## config.mk

```make
export PLATFORM = sky130hd
export DESIGN_NAME = interval_timer
export DESIGN_NICKNAME = d
export VERILOG_FILES = /design/src/rtl/tmr_pkg.sv /design/src/rtl/tmr_regif.sv /design/src/rtl/tmr_counter.sv /design/src/rtl/tmr_ctrl.sv /design/src/rtl/interval_timer.sv
export SDC_FILE = /design/constraint.sdc
export NUM_CORES = 1
export LEC_CHECK = 0
export ABC_CLOCK_PERIOD_IN_PS = 1800
export BUFFER_PORTS_ARGS = -buffer_cell sky130_fd_sc_hd__buf_4
export CORE_UTILIZATION = 49
export DETAILED_ROUTE_END_ITERATION = 7
export HOLD_SLACK_MARGIN = 0.1
export PLACE_DENSITY = 0.71
export SLEW_MARGIN = 40
export SYNTH_ARGS = -nofsm -noshare
export SYNTH_HDL_FRONTEND = slang
export SYNTH_SLANG_ARGS = --single-unit
```

## constraint.sdc

```tcl
create_clock -name clk -period 1.8 [get_ports clk]
set_input_delay 0.18 -clock clk [delete_from_list [all_inputs] [get_ports clk]]
set_output_delay 0.18 -clock clk [all_outputs]
set_load 0.02 [all_outputs]
```

## src/rtl/tmr_pkg.sv

```systemverilog
package tmr_pkg;

    localparam int unsigned TMR_DATA_W   = 32;
    localparam int unsigned TMR_ADDR_W   = 2;
    localparam int unsigned CTRL_IE_BIT  = 0;
    localparam int unsigned CTRL_NH_BIT  = 1;
    localparam int unsigned CTRL_PND_BIT = 3;
    localparam int unsigned CTRL_IMG_W   = CTRL_PND_BIT + 1;

    typedef enum logic [TMR_ADDR_W-1:0] {
        REG_COUNT = 2'd0,
        REG_LIMIT = 2'd1,
        REG_CTRL  = 2'd2,
        REG_VOID  = 2'd3
    } reg_sel_e;

    typedef struct packed {
        logic pend;
        logic nh;
        logic ie;
    } ctrl_t;

    typedef struct packed {
        logic count;
        logic limit;
        logic ctrl;
    } wr_strobe_t;

    function automatic logic [CTRL_IMG_W-1:0] ctrl_image(input ctrl_t c);
        logic [CTRL_IMG_W-1:0] img;
        img               = '0;
        img[CTRL_IE_BIT]  = c.ie;
        img[CTRL_NH_BIT]  = c.nh;
        img[CTRL_PND_BIT] = c.pend;
        return img;
    endfunction

endpackage

```

## src/rtl/tmr_regif.sv

```systemverilog
module tmr_regif
    import tmr_pkg::*;
#(
    parameter int unsigned DATA_W = TMR_DATA_W,
    parameter int unsigned ADDR_W = TMR_ADDR_W
) (
    input  logic              bus_sel,
    input  logic              bus_we,
    input  logic [ADDR_W-1:0] bus_addr,
    input  logic [DATA_W-1:0] count_q,
    input  logic [DATA_W-1:0] limit_q,
    input  ctrl_t             ctrl_q,
    output wr_strobe_t        wr_stb,
    output logic [DATA_W-1:0] rdata
);

    localparam int unsigned PAD_W = DATA_W - CTRL_IMG_W;

    logic [DATA_W-1:0] ctrl_word;
    logic              wr_go;

    assign ctrl_word = {{PAD_W{1'b0}}, ctrl_image(ctrl_q)};
    assign wr_go     = bus_sel && bus_we;

    always_comb begin
        wr_stb       = '0;
        wr_stb.count = wr_go && (bus_addr == ADDR_W'(REG_COUNT));
        wr_stb.limit = wr_go && (bus_addr == ADDR_W'(REG_LIMIT));
        wr_stb.ctrl  = wr_go && (bus_addr == ADDR_W'(REG_CTRL));
    end

    always_comb begin
        rdata = '0;
        if (bus_sel && !bus_we) begin
            unique case (bus_addr)
                ADDR_W'(REG_COUNT): rdata = count_q;
                ADDR_W'(REG_LIMIT): rdata = limit_q;
                ADDR_W'(REG_CTRL):  rdata = ctrl_word;
                default:            rdata = '0;
            endcase
        end
    end

endmodule

```

## src/rtl/tmr_counter.sv

```systemverilog
module tmr_counter
    import tmr_pkg::*;
#(
    parameter int unsigned DATA_W = TMR_DATA_W
) (
    input  logic              clk,
    input  logic              rst,
    input  logic              active,
    input  logic              wr_count,
    input  logic              wr_limit,
    input  logic [DATA_W-1:0] wdata,
    output logic [DATA_W-1:0] count_q,
    output logic [DATA_W-1:0] limit_q,
    output logic              hit
);

    logic match;
    logic [DATA_W-1:0] count_nx;

    assign match = (count_q == limit_q);
    assign hit   = active && match && !wr_count;

    always_comb begin
        count_nx = count_q;
        if (wr_count)
            count_nx = wdata;
        else if (active)
            count_nx = match ? '0 : count_q + 1'b1;
    end

    always_ff @(posedge clk) begin
        if (rst) begin
            count_q <= '0;
            limit_q <= '0;
        end else begin
            count_q <= count_nx;
            if (wr_limit)
                limit_q <= wdata;
        end
    end

    // one step per active cycle below the limit
    p_step_r2: assert property (@(posedge clk) disable iff (rst)
        active && !wr_count && (count_q != limit_q) |=> count_q == $past(count_q) + 1'b1);

    // frozen when not active
    p_freeze_r3: assert property (@(posedge clk) disable iff (rst)
        !active && !wr_count |=> $stable(count_q));

    // wrap to zero at the limit
    p_wrap_r4: assert property (@(posedge clk) disable iff (rst)
        active && !wr_count && (count_q == limit_q) |=> count_q == '0);

    // software load wins
    p_load_r8: assert property (@(posedge clk) disable iff (rst)
        wr_count |=> count_q == $past(wdata));

endmodule

```

## src/rtl/tmr_ctrl.sv

```systemverilog
module tmr_ctrl
    import tmr_pkg::*;
(
    input  logic  clk,
    input  logic  rst,
    input  logic  wr_ctrl,
    input  logic  wd_ie,
    input  logic  wd_nh,
    input  logic  hit,
    input  logic  core_halt,
    output ctrl_t ctrl_q,
    output logic  active,
    output logic  irq
);

    logic set_pend;

    assign set_pend = hit && ctrl_q.ie;
    assign active   = ctrl_q.nh && !core_halt;
    assign irq      = ctrl_q.pend && ctrl_q.ie;

    always_ff @(posedge clk) begin
        if (rst) begin
            ctrl_q <= '0;
        end else begin
            if (wr_ctrl) begin
                ctrl_q.ie <= wd_ie;
                ctrl_q.nh <= wd_nh;
            end
            if (set_pend)
                ctrl_q.pend <= 1'b1;
            else if (wr_ctrl)
                ctrl_q.pend <= 1'b0;
        end
    end

    // wrap with enable latches pending (also covers R11 with a write)
    p_set_r5: assert property (@(posedge clk) disable iff (rst)
        hit && ctrl_q.ie |=> ctrl_q.pend);

    // pending only ever rises while enable was on
    p_rise_r5: assert property (@(posedge clk) disable iff (rst)
        $rose(ctrl_q.pend) |-> $past(ctrl_q.ie));

    // plain control write clears pending
    p_ack_r7: assert property (@(posedge clk) disable iff (rst)
        wr_ctrl && !(hit && ctrl_q.ie) |=> !ctrl_q.pend);

    // pending persists until a control write
    p_hold_r6: assert property (@(posedge clk) disable iff (rst)
        ctrl_q.pend && !wr_ctrl |=> ctrl_q.pend);

    // interrupt rises only from an enabled wrap
    p_irq_src_r6: assert property (@(posedge clk) disable iff (rst)
        $rose(irq) |-> $past(hit && ctrl_q.ie));

endmodule

```

## src/rtl/interval_timer.sv

```systemverilog
module interval_timer
    import tmr_pkg::*;
#(
    parameter int unsigned DATA_W = TMR_DATA_W,
    parameter int unsigned ADDR_W = TMR_ADDR_W
) (
    input  logic              clk,
    input  logic              rst,
    input  logic              bus_sel,
    input  logic              bus_we,
    input  logic [ADDR_W-1:0] bus_addr,
    input  logic [DATA_W-1:0] bus_wdata,
    output logic [DATA_W-1:0] bus_rdata,
    input  logic              core_halt,
    output logic              irq
);

    wr_strobe_t        wr_stb;
    ctrl_t             ctrl_q;
    logic [DATA_W-1:0] count_q;
    logic [DATA_W-1:0] limit_q;
    logic              active;
    logic              hit;

    tmr_regif #(.DATA_W(DATA_W), .ADDR_W(ADDR_W)) u_regif (
        .bus_sel  (bus_sel),
        .bus_we   (bus_we),
        .bus_addr (bus_addr),
        .count_q  (count_q),
        .limit_q  (limit_q),
        .ctrl_q   (ctrl_q),
        .wr_stb   (wr_stb),
        .rdata    (bus_rdata)
    );

    tmr_counter #(.DATA_W(DATA_W)) u_counter (
        .clk      (clk),
        .rst      (rst),
        .active   (active),
        .wr_count (wr_stb.count),
        .wr_limit (wr_stb.limit),
        .wdata    (bus_wdata),
        .count_q  (count_q),
        .limit_q  (limit_q),
        .hit      (hit)
    );

    tmr_ctrl u_ctrl (
        .clk       (clk),
        .rst       (rst),
        .wr_ctrl   (wr_stb.ctrl),
        .wd_ie     (bus_wdata[CTRL_IE_BIT]),
        .wd_nh     (bus_wdata[CTRL_NH_BIT]),
        .hit       (hit),
        .core_halt (core_halt),
        .ctrl_q    (ctrl_q),
        .active    (active),
        .irq       (irq)
    );

    // a write to the unused address touches no register
    p_void_r10: assert property (@(posedge clk) disable iff (rst)
        bus_sel && bus_we && (bus_addr == ADDR_W'(REG_VOID)) && !active
        |=> $stable(count_q) && $stable(limit_q) && $stable(ctrl_q));

endmodule

```

# --- After elaboration in Yosys (flattened, before gate mapping) ---
# Cells that the tools add are included.
op_classes:
  add_sub_neg: 1
  n_eq_ne: 3
  mux: 7
  reduce_logical: 16
op_table:
  columns: ["op", "n"]
  rows:
  - ["$mux W32", 4]
  - ["$pmux W32 S3", 1]
  - ["$add A32 B1 Y32 const B", 1]
  - ["$eq A32 B32 Y1", 1]
  - ["$logic_and A1 B1 Y1", 10]
  - ["$reduce_bool A2 Y1", 2]
  - ["$logic_not A1 Y1", 3]
  - ["$eq A2 B1 Y1 const B", 1]
  - ["$eq A2 B2 Y1 const B", 1]
  - ["$logic_not A2 Y1", 1]
  - ["$mux W1", 2]
totals:
  inputBits: 39
  out_inout_bits: 33
  word_cells: 32
  register_bits: 67

# --- Longest topological paths before layout ---
# Gate-level depths: netlist of run 1.
logic_depth:
  word_depth: 6
  depth_mapped: 9
  ltp_nobuf: 7

# --- Cells and area by module ---
# From an unflattened synthesis of run 1, not the netlist that was laid out.
hier_totals:
  hier_cells: 517
  area_unflattened_um2: 4275.4
by_module_without_submodules:
  columns: ["mod", "n_inst", "cells_each", "area_each_um2", "seq_area_each_um2"]
  rows:
  - ["tmr_counter", 1, 421, 3563.4, 1281.2]
  - ["tmr_regif", 1, 84, 593.1, 0.0]
  - ["tmr_ctrl", 1, 12, 118.9, 60.1]

# --- Worst setup path after synthesis of run 1 ---
# No wires, ideal clock.
synth_timing:
  path_type: "register -> register"
  start: "register u_counter.count_q[0]"
  end: "register u_counter.count_q[30]"
  period_less_slack_ns: 2.001
  arrival_ns: 1.916
  setup_time_ns: 0.086
  path_buffers: 0
  required_ns: 1.714
  slack_ns: -0.201
  stages_incl_launch_ff: 8
  cell_sequence: "dfxtp_1 -> ha_1 -> and3_2 -> and4_1 -> nand4_1 -> or4_1 -> a21o_1 -> a211oi_1"
synth_via:
  elab_chain_cells: 4
  word_cells_on_any_way: 5
  classes_between: "add/sub: 1; eq/ne: 1; mux: 3"
synth_rtl:
  columns: ["element", "line", "text"]
  rows:
  - ["start: declaration", "tmr_counter.sv:12", "output logic [DATA_W-1:0] count_q,"]
  - ["start signal: assignment", "tmr_counter.sv:36", "count_q <= count_nx;"]
  - ["$add A32 B1 Y32 / $eq A32 B32 Y1 (equally long branches)", "tmr_counter.sv:28, tmr_counter.sv:20", null]
  - ["$mux W32 *", "tmr_counter.sv:28", "count_nx = match ? '0 : count_q + 1'b1;"]
  - ["$mux W32 *", "tmr_counter.sv:27", "else if (active)"]
  - ["$mux W32 *", "tmr_counter.sv:25", "if (wr_count)"]
# Mark *: on every way between the ends. The rest lies on a longest branch, timed or not. The select of a mux whose other input is x is not followed.
# A chain may end at the register's enable or synchronous reset.

# --- Final worst setup path of run 1 ---
layout_timing:
  start: "register u_counter.limit_q[11]"
  end: "register u_counter.count_q[4]"
layout_via:
  elab_chain_cells: 4
layout_rtl:
  columns: ["element", "line", "text"]
  rows:
  - ["start: declaration", "tmr_counter.sv:13", "output logic [DATA_W-1:0] limit_q,"]
  - ["start signal: assignment", "tmr_counter.sv:38", "limit_q <= wdata;"]
  - ["$eq A32 B32 Y1", "tmr_counter.sv:20", "assign match = (count_q == limit_q);"]
  - ["$mux W32", "tmr_counter.sv:28", null]
  - ["$mux W32", "tmr_counter.sv:27", null]
  - ["$mux W32", "tmr_counter.sv:25", null]
# No other way between the ends. The select of a mux whose other input is x is not followed.

==> summary.md, run 1 <==
| Metric | Value |
|---|---|
| Synth Instances | 586 |
| Skew-Pair Late Insertion Delay | 0.35 ns |
| Max Cap Viol | 0 |
| Hold Path Class | in2reg |
| Drt total wl | 14500 um |
| Worst setup SP type | flop |
| Final min period | 1.97 ns |
| Post-DP Area | 5640 um2 |
| FMAX | 507 MHz |
| Register-to-Register Path Depth | 9 |
| DR pass1 iterations | 5 |
| Hold WS | 0.187 ns |
| Final period utilization | 1.10 |
| Area of the mapped netlist | 4360 um2 |
| Final hold vios | 0 |
| Gpl congestion | 0.929 |
| CTS HTree Levels | 3 |
| CTS tree | built |
| Cell Pwr Density | 639 nW/um2 |
| Vias in the first global route | 4671 |
| Nets | 795 |
| Initial Util | 0.502 |
| Syn_nets | 626 |
| Average size of a mapped cell | 7.43 um2 |
| Max-slew headroom | 0.558 |
| Leak | 2.91 nW |
| Design area | 6500 um2 |
| Chip height | 96.3 um |
| CP required | 2.05 ns |
| Slew @ Worst Pin | 0.663 ns |
| Maximum buffer depth of the clock tree | 2 |
| Final setup fails | 31 |
| Setup WS post-layout | -0.173 ns |
| Syn. warnings | 0 |
| Total GRT Usage | 0.325 |
| Vias post-DR | 4915 |
| Post-DP HPWL | 9750 um |
| Layout cell share with drive strength beyond 1 | 0.342 |
| Post-synth EDFFs | 0 |
| P&R area growth vs syn | 49.3% |
| Die width | 96.3 um |
| Vias/cell | 5.66 |
| Initial antenna violation count | 0 |
| Setup CP Type | reg2reg |
| Worst setup endpoint | u_counter.count_q[4] |
| Critical Path Source | u_counter.limit_q[11] |
| FF-to-FF setup slack | -0.17 ns |
| Status | complete, but fails checks |
| # IOs | 72 |
| Post-Layout Cell Count | 868 |
| Placed Cells | 813 |
| Clock net sink count | 67 |
| Filler cell count | 654 |
| Worst endpoint data arrival time | 2.23 ns |
| Clock slew at reported path FFs | 0.08 ns |
| Diodes inserted | 0 |
| Number of CTS-inserted buffers | 9 |
| Critical R2R Launch | u_counter.limit_q[11] |
| Seq cells post-synth | 67 |
| Row count | 34 |
| Global-route wire length before repair | 23000 um |
| DP Worst Slack | -0.206 ns |
| Max FO, Critical Path | 9 |
| Die area | 9270 um2 |
| Worst vdd ir | 0.000360 V |
| Max Slew Vio Count | 0 |
| Post-Route Skew | 0.00945 ns |
| Synth unique cells | 56 |
| DRC violation total after the first TritonRoute iteration | 256 |
| Failing checks | negative setup slack |
| Core region area | 8680 um2 |
| Largest net degree at the start of global routing | 34 |
| Setup crit end kind | flop |
| Core Util, Final | 0.749 |
| IO buf count | 71 |
| DRC viols | 0 |
| Predominant post-synthesis flop cell | dfxtp_1 |
| Clk Tree Root Cell | clkbuf_8 |
| Avg WL per Cell | 16.7 um |
| Total gr overflow | 0 |
| Detail Route Antenna Nets | 0 |
| RSZ-0062 raised after global routing | true |
| FFs w/ async S/R, synth | 0 |
| R2R Path End | u_counter.count_q[4] |
| Register area share after synthesis | 0.308 |
-- power breakdown --
group          internal (mW)  leakage [nW]  total [mW]  switching [mW]
clock                  0.905         0.125        1.55           0.644
sequential              1.56         0.555        1.65          0.0909
combinational          0.492          2.23       0.953           0.461
total                   2.96          2.91        4.16            1.20
-- layout make-up --
cell class	instances	area [um2]	share of cell area
clock buffers	11	163	0.0250
clock inverters	5	82.6	0.0127
inverters	1	3.75	0.000577
multi-input cells	466	3020	0.464
flip-flops and latches	67	1370	0.211
well taps	108	135	0.0208
repair buffers	210	1730	0.266
-- per-layer routing --
metal  track usage  vias to the layer above  share of wire
li1              -                     2376              -
met1         0.409                     2329           0.44
met2         0.557                      187           0.49
met3        0.0482                       23          0.051
met4         0.125                        0          0.019
met5             0                        -              0
-- metrics by stage --
step           TNS, ns  power, mW
2_1_floorplan   -0.420       2.13
3_3_place_gp     -2.41       2.47
3_5_place_dp     -3.87       2.49
4_1_cts          -2.79       4.13
5_1_grt          -6.34       4.32
6_report         -3.39       4.16
-- kinds of logic (layout without fill, tap and decap cells) --
group / after synthesis / count (layout) / share of synthesized area
simple gates: 269 / 269 / 0.289
compound gates: 118 / 118 / 0.178
flops: 67 / 67 / 0.308
buf+inv: 53 / 227 / 0.0537
mux: 42 / 42 / 0.0968
xor+xnor: 36 / 36 / 0.0724
fa+ha+maj: 1 / 1 / 0.00287
-- cell usage after synthesis, types with 8 or more instances --
library cell  count  area (um2)
nor2_1           86         323
buf_2            10        50.1
nand3_1          12        60.1
a211oi_1         12        90.1
o21ai_0          10        50.1
nand2_1          93         349
and3_1            9        56.3
mux2i_1          41         410
dfxtp_1          67        1340
xor2_1           35         307
nor3_1           12        60.1
nor4_1            9        56.3
clkbuf_1         33         124
nand4_1          13        81.3
a21oi_1          50         250
a2bb2oi_1         8        70.1
-- critical path, cell delays in order, from the launching register on --
cell     delay, ns
dfxtp_1       0.34
xor2_2        0.19
nor4_1        0.35
nand4_1       0.15
buf_4         0.17
nor2_4        0.12
buf_12        0.15
buf_4         0.12
o41ai_1       0.07
o21a_1        0.19
-- cell usage in the layout (no fill, tap or decap), types with 13 or more instances in the layout --
master         synthesis  routed
nor2_1                86      86
a21oi_1               50      50
xor2_1                35      23
mux2i_1               41      41
dfxtp_1               67      48
dfxtp_2                0      16
nand4_1               13      13
dlygate4sd3_1          0      32
buf_4                  1     170
nand2_1               93      92
-- state kept, by name, indices dropped and copies added, names as in the netlist --
signal,cells
u_counter.count_q,32
u_counter.limit_q,32
u_ctrl.ctrl_q,3
-- timing repair --
item,4_1_cts,5_1_grt
hold buffers,31,1
endpoints found under the hold margin,36,1
gates resized for setup,39,14
setup buffers,6,2
endpoints found under the setup margin,33,33
pin swaps,13,6
-- how the worst min path moves through the flow --
stage	end	depth (start not counted)	slack, ns	from
2_1_floorplan	u_counter.limit_q[0]	2	0.32	bus_wdata[0]
3_3_place_gp	u_counter.limit_q[25]	3	0.44	bus_wdata[25]
3_5_place_dp	u_ctrl.ctrl_q[1]	3	0.44	bus_wdata[1]
4_1_cts	u_counter.limit_q[18]	3	0.10	bus_wdata[18]
5_1_grt	u_counter.count_q[1]	2	0.17	rst
6_report	u_counter.count_q[14]	2	0.19	rst
(Power assumes the default switching activity.)
==> run 2: changes to the inputs <==
Settings changed: ABC_AREA set to 1, CORE_UTILIZATION 49 to 53, PLACE_DENSITY 0.71 to 0.75.
==> run 2 against run 1 <==
The run ends with design-rule violations left. Register-to-register slack improved by 0.26 ns. Sequential share of layout area rose by 1.8 points. Clock power shrank 28%. Cell count up 16%. Final area decreased by 9.6%. Critical path type unchanged. Critical endpoint is now u_counter.count_q[2]. Largest cell class unchanged. Largest power group unchanged.
==> summary.md, run 2 <==
| Metric | Value |
|---|---|
| Synth Instances | 812 (was 586) |
| Clk Tree Root Cell | clkbuf_8 (unchanged) |
| CTS tree | built (unchanged) |
| Leak | 2.47 nW (was 2.91 nW) |
| Seq cells post-synth | 67 (unchanged) |
| Post-DP Area | 5580 um2 (was 5640 um2) |
| Post-Synth Simple-Gate Area | 0.375 (was 0.289) |
| FF-to-FF setup slack | 0.09 ns (was -0.17 ns) |
| Max Cap Viol | 0 (unchanged) |
| DR pass1 iterations | 7 (was 5) |
| Synth unique cells | 34 (was 56) |
| Hold WS | 0.100 ns (was 0.187 ns) |
| # IOs | 72 (unchanged) |
| Grt met1 use | 0.432 (was 0.409) |
| RSZ-0062 raised after global routing | false (was true) |
| Final setup fails | 0 (was 31) |
| Register area share after synthesis | 0.276 (was 0.308) |
| Nets | 933 (was 795) |
| DRC viols | 12 (was 0) |
| Setup_tns | 0 ns (was -3.39 ns) |
| Largest registers | u_counter.count_q: 32 flops, u_counter.limit_q: 32 flops, u_ctrl.ctrl_q: 3 flops (unchanged) |
| Register-to-Register Path Depth | 11 (was 9) |
| Design area | 5880 um2 (was 6500 um2) |
| Setup CP Type | reg2reg (unchanged) |
| Cell Pwr Density | 555 nW/um2 (was 639 nW/um2) |
| Detail Route Antenna Nets | 0 (unchanged) |
| Commonest cells in the netlist | nand2_1, nor2_1, inv_1 (was nand2_1, nor2_1, dfxtp_1) |
| Area of the mapped netlist | 4860 um2 (was 4360 um2) |
| Initial antenna violation count | 0 (unchanged) |
| IO buf count | 71 (unchanged) |
| Status | complete, but fails checks (unchanged) |
| Synth area leader | dfxtp_1 (unchanged) |
| Met2 Usage GRT | 0.522 (was 0.557) |
| Critical R2R Launch | u_counter.count_q[29] (was u_counter.limit_q[11]) |
| Diodes inserted | 0 (unchanged) |
| Total GRT Usage | 0.319 (was 0.325) |
| Gpl congestion | 0.921 (was 0.929) |
| Filler cell count | 852 (was 654) |
| Commonest non-fill, non-tap cell in the layout | nand2_1 (was buf_4) |
| Max FO, Critical Path | 12 (was 9) |
| Worst endpoint data arrival time | 1.95 ns (was 2.23 ns) |
| Core region area | 8810 um2 (was 8680 um2) |
| Core Util, Final | 0.667 (was 0.749) |
| Worst setup endpoint | u_counter.count_q[2] (was u_counter.count_q[4]) |
| Clock slew at reported path FFs | 0.08 ns (about the same) |
| Failing checks | design-rule violations (was negative setup slack) |
| Final hold vios | 0 (unchanged) |
| Final period utilization | 0.950 (was 1.10) |
| Syn_nets | 852 (was 626) |
| CP required | 2.04 ns (was 2.05 ns) |
| Critical Path Source | u_counter.count_q[29] (was u_counter.limit_q[11]) |
| Cell with the most instances after synthesis | nand2_1 (unchanged) |
| Total gr overflow | 0 (unchanged) |
| GR Util met3 | 0.0329 (was 0.0482) |
| Initial Util | 0.552 (was 0.502) |
| R2R Path End | u_counter.count_q[2] (was u_counter.count_q[4]) |
| Largest net degree at the start of global routing | 38 (was 34) |
| Setup crit end kind | flop (unchanged) |
| DRC violation total after the first TritonRoute iteration | 238 (was 256) |
| Average size of a mapped cell | 5.98 um2 (was 7.43 um2) |
| FFs w/ async S/R, synth | 0 (unchanged) |
| Worst vdd ir | 0.000360 V (about the same) |
| Syn. warnings | 0 (unchanged) |
| Vias in the first global route | 5207 (was 4671) |
| Post-Synth XOR/XNOR Area | 0.0739 (was 0.0724) |
| Post-Route Skew | 0.0121 ns (was 0.00945 ns) |
| Drt total wl | 14700 um (was 14500 um) |
| Vias post-DR | 5426 (was 4915) |
| Die width | 97.7 um (was 96.3 um) |
| Layout cell share with drive strength beyond 1 | 0.188 (was 0.342) |
| Avg WL per Cell | 14.6 um (was 16.7 um) |
| Post-synth EDFFs | 0 (unchanged) |
| Post-synthesis mux area share | 0 (was 0.0968) |
| Top-area cell type share of the netlist area | 0.276 (was 0.308) |
| Max-slew headroom | 0.751 (was 0.558) |
| FMAX | 585 MHz (was 507 MHz) |
| Synth area leaders | dfxtp_1, nand2_1, nor2_1 (was dfxtp_1, mux2i_1, nand2_1) |
| Synth Area in Compound Gates | 0.139 (was 0.178) |
| Vias/cell | 5.40 (was 5.66) |
| Number of CTS-inserted buffers | 9 (unchanged) |
| Global-route wire length before repair | 24600 um (was 23000 um) |
| Synth Area in Adders | 0.00258 (was 0.00287) |
| P&R area growth vs syn | 20.9% (was 49.3%) |
| Clock net sink count | 67 (unchanged) |
| Commonest cells after routing, fill and taps aside | nand2_1, buf_4, nor2_1, inv_1, a21oi_1 (was buf_4, nand2_1, nor2_1, a21oi_1, dfxtp_1) |
| Predominant post-synthesis flop cell | dfxtp_1 (unchanged) |
| Worst setup SP type | flop (unchanged) |
| Slew @ Worst Pin | 0.374 ns (was 0.663 ns) |
| Busiest layer in global routing | met2 (unchanged) |
| Chip height | 97.7 um (was 96.3 um) |
| Row count | 34 (unchanged) |
| CTS HTree Levels | 3 (unchanged) |
| Max Slew Vio Count | 0 (unchanged) |
| Maximum buffer depth of the clock tree | 2 (unchanged) |
| Skew-Pair Late Insertion Delay | 0.35 ns (about the same) |
| Post-DP HPWL | 10800 um (was 9750 um) |
| Die area | 9550 um2 (was 9270 um2) |
| Hold Path Class | in2reg (unchanged) |
| Largest family of logic cells by synthesized area | simple AND/OR/NAND/NOR gates (unchanged) |
| Final min period | 1.71 ns (was 1.97 ns) |
run 2: cell count changes after synthesis, sizes merged, moves of 13 or more:
cell | previous run | this run
clkbuf | 36 | 23
a211oi | 14 | 0
xnor2 | 1 | 26
inv | 1 | 103
nand2 | 93 | 235
nor2 | 87 | 114
nand3 | 14 | 27
nand4 | 13 | 35
a21oi | 50 | 70
xor2 | 35 | 15
mux2i | 41 | 0
o21ai | 10 | 60
run 2: what timing repair did:
item                                   in CTS  in global routing
setup buffers                               0                  0
setup endpoints to repair                   0                 32
hold buffers                               11                  0
resized for setup                           0                 12
endpoints found under the hold margin      11                  0
run 2: critical path, cell delays in order, from the launching register on:
cell,delay [ns]
dfxtp_1,0.37
inv_1,0.12
nand2_1,0.06
nand2_1,0.06
nand2_1,0.06
nor2_2,0.16
nand2_1,0.12
nor2_2,0.18
nand2_2,0.10
buf_4,0.20
nand4_1,0.10
a21oi_1,0.08
run 2: layer usage:
metal / vias up / wire length (um)
li1: 2709 / -
met1: 2497 / 6780
met2: 196 / 6770
met3: 24 / 869
met4: 0 / 288
met5: - / 0
run 2: final cells by class:
class | instances | area, um2 | area share
multi-input combinational | 592 | 2890 | 0.492
sequential | 67 | 1350 | 0.230
timing repair buffer | 119 | 946 | 0.161
inverter | 104 | 393 | 0.0669
clock buffer | 12 | 145 | 0.0247
tap | 108 | 135 | 0.0230
clock inverter | 3 | 15.0 | 0.00256
run 2: worst min path at each step:
stage	startpoint	end	slack [ns]	cells after the start
6_report	bus_wdata[3]	u_counter.limit_q[3]	0.10	3
3_3_place_gp	bus_wdata[3]	u_counter.limit_q[3]	0.43	3
2_1_floorplan	bus_wdata[1]	u_ctrl.ctrl_q[1]	0.31	2
5_1_grt	bus_wdata[3]	u_counter.limit_q[3]	0.12	3
4_1_cts	bus_wdata[24]	u_counter.limit_q[24]	0.10	3
3_5_place_dp	bus_wdata[1]	u_ctrl.ctrl_q[1]	0.44	3
run 2: kinds of logic after synthesis:
kind of cell | count (synthesis)
AND/OR/NAND/NOR | 417
buffers and inverters | 153
AO/OA/AOI/OAI | 133
flip-flops | 67
XOR/XNOR | 41
adder cells (fa/ha/maj) | 1
run 2: stage by stage:
step	setup WS, ns	std cells	power, mW
floorplan	0.304	812	1.93
CTS	0.0137	1005	3.26
global placement	0.0797	979	2.14
global route	0.0108	1005	3.41
finish	0.0896	1005	3.26
detailed placement	0.0305	979	2.15
run 2: report_power, final:
group          switching, mW  internal, mW
registers             0.0472          1.53
clock network          0.585         0.525
logic                  0.342         0.235
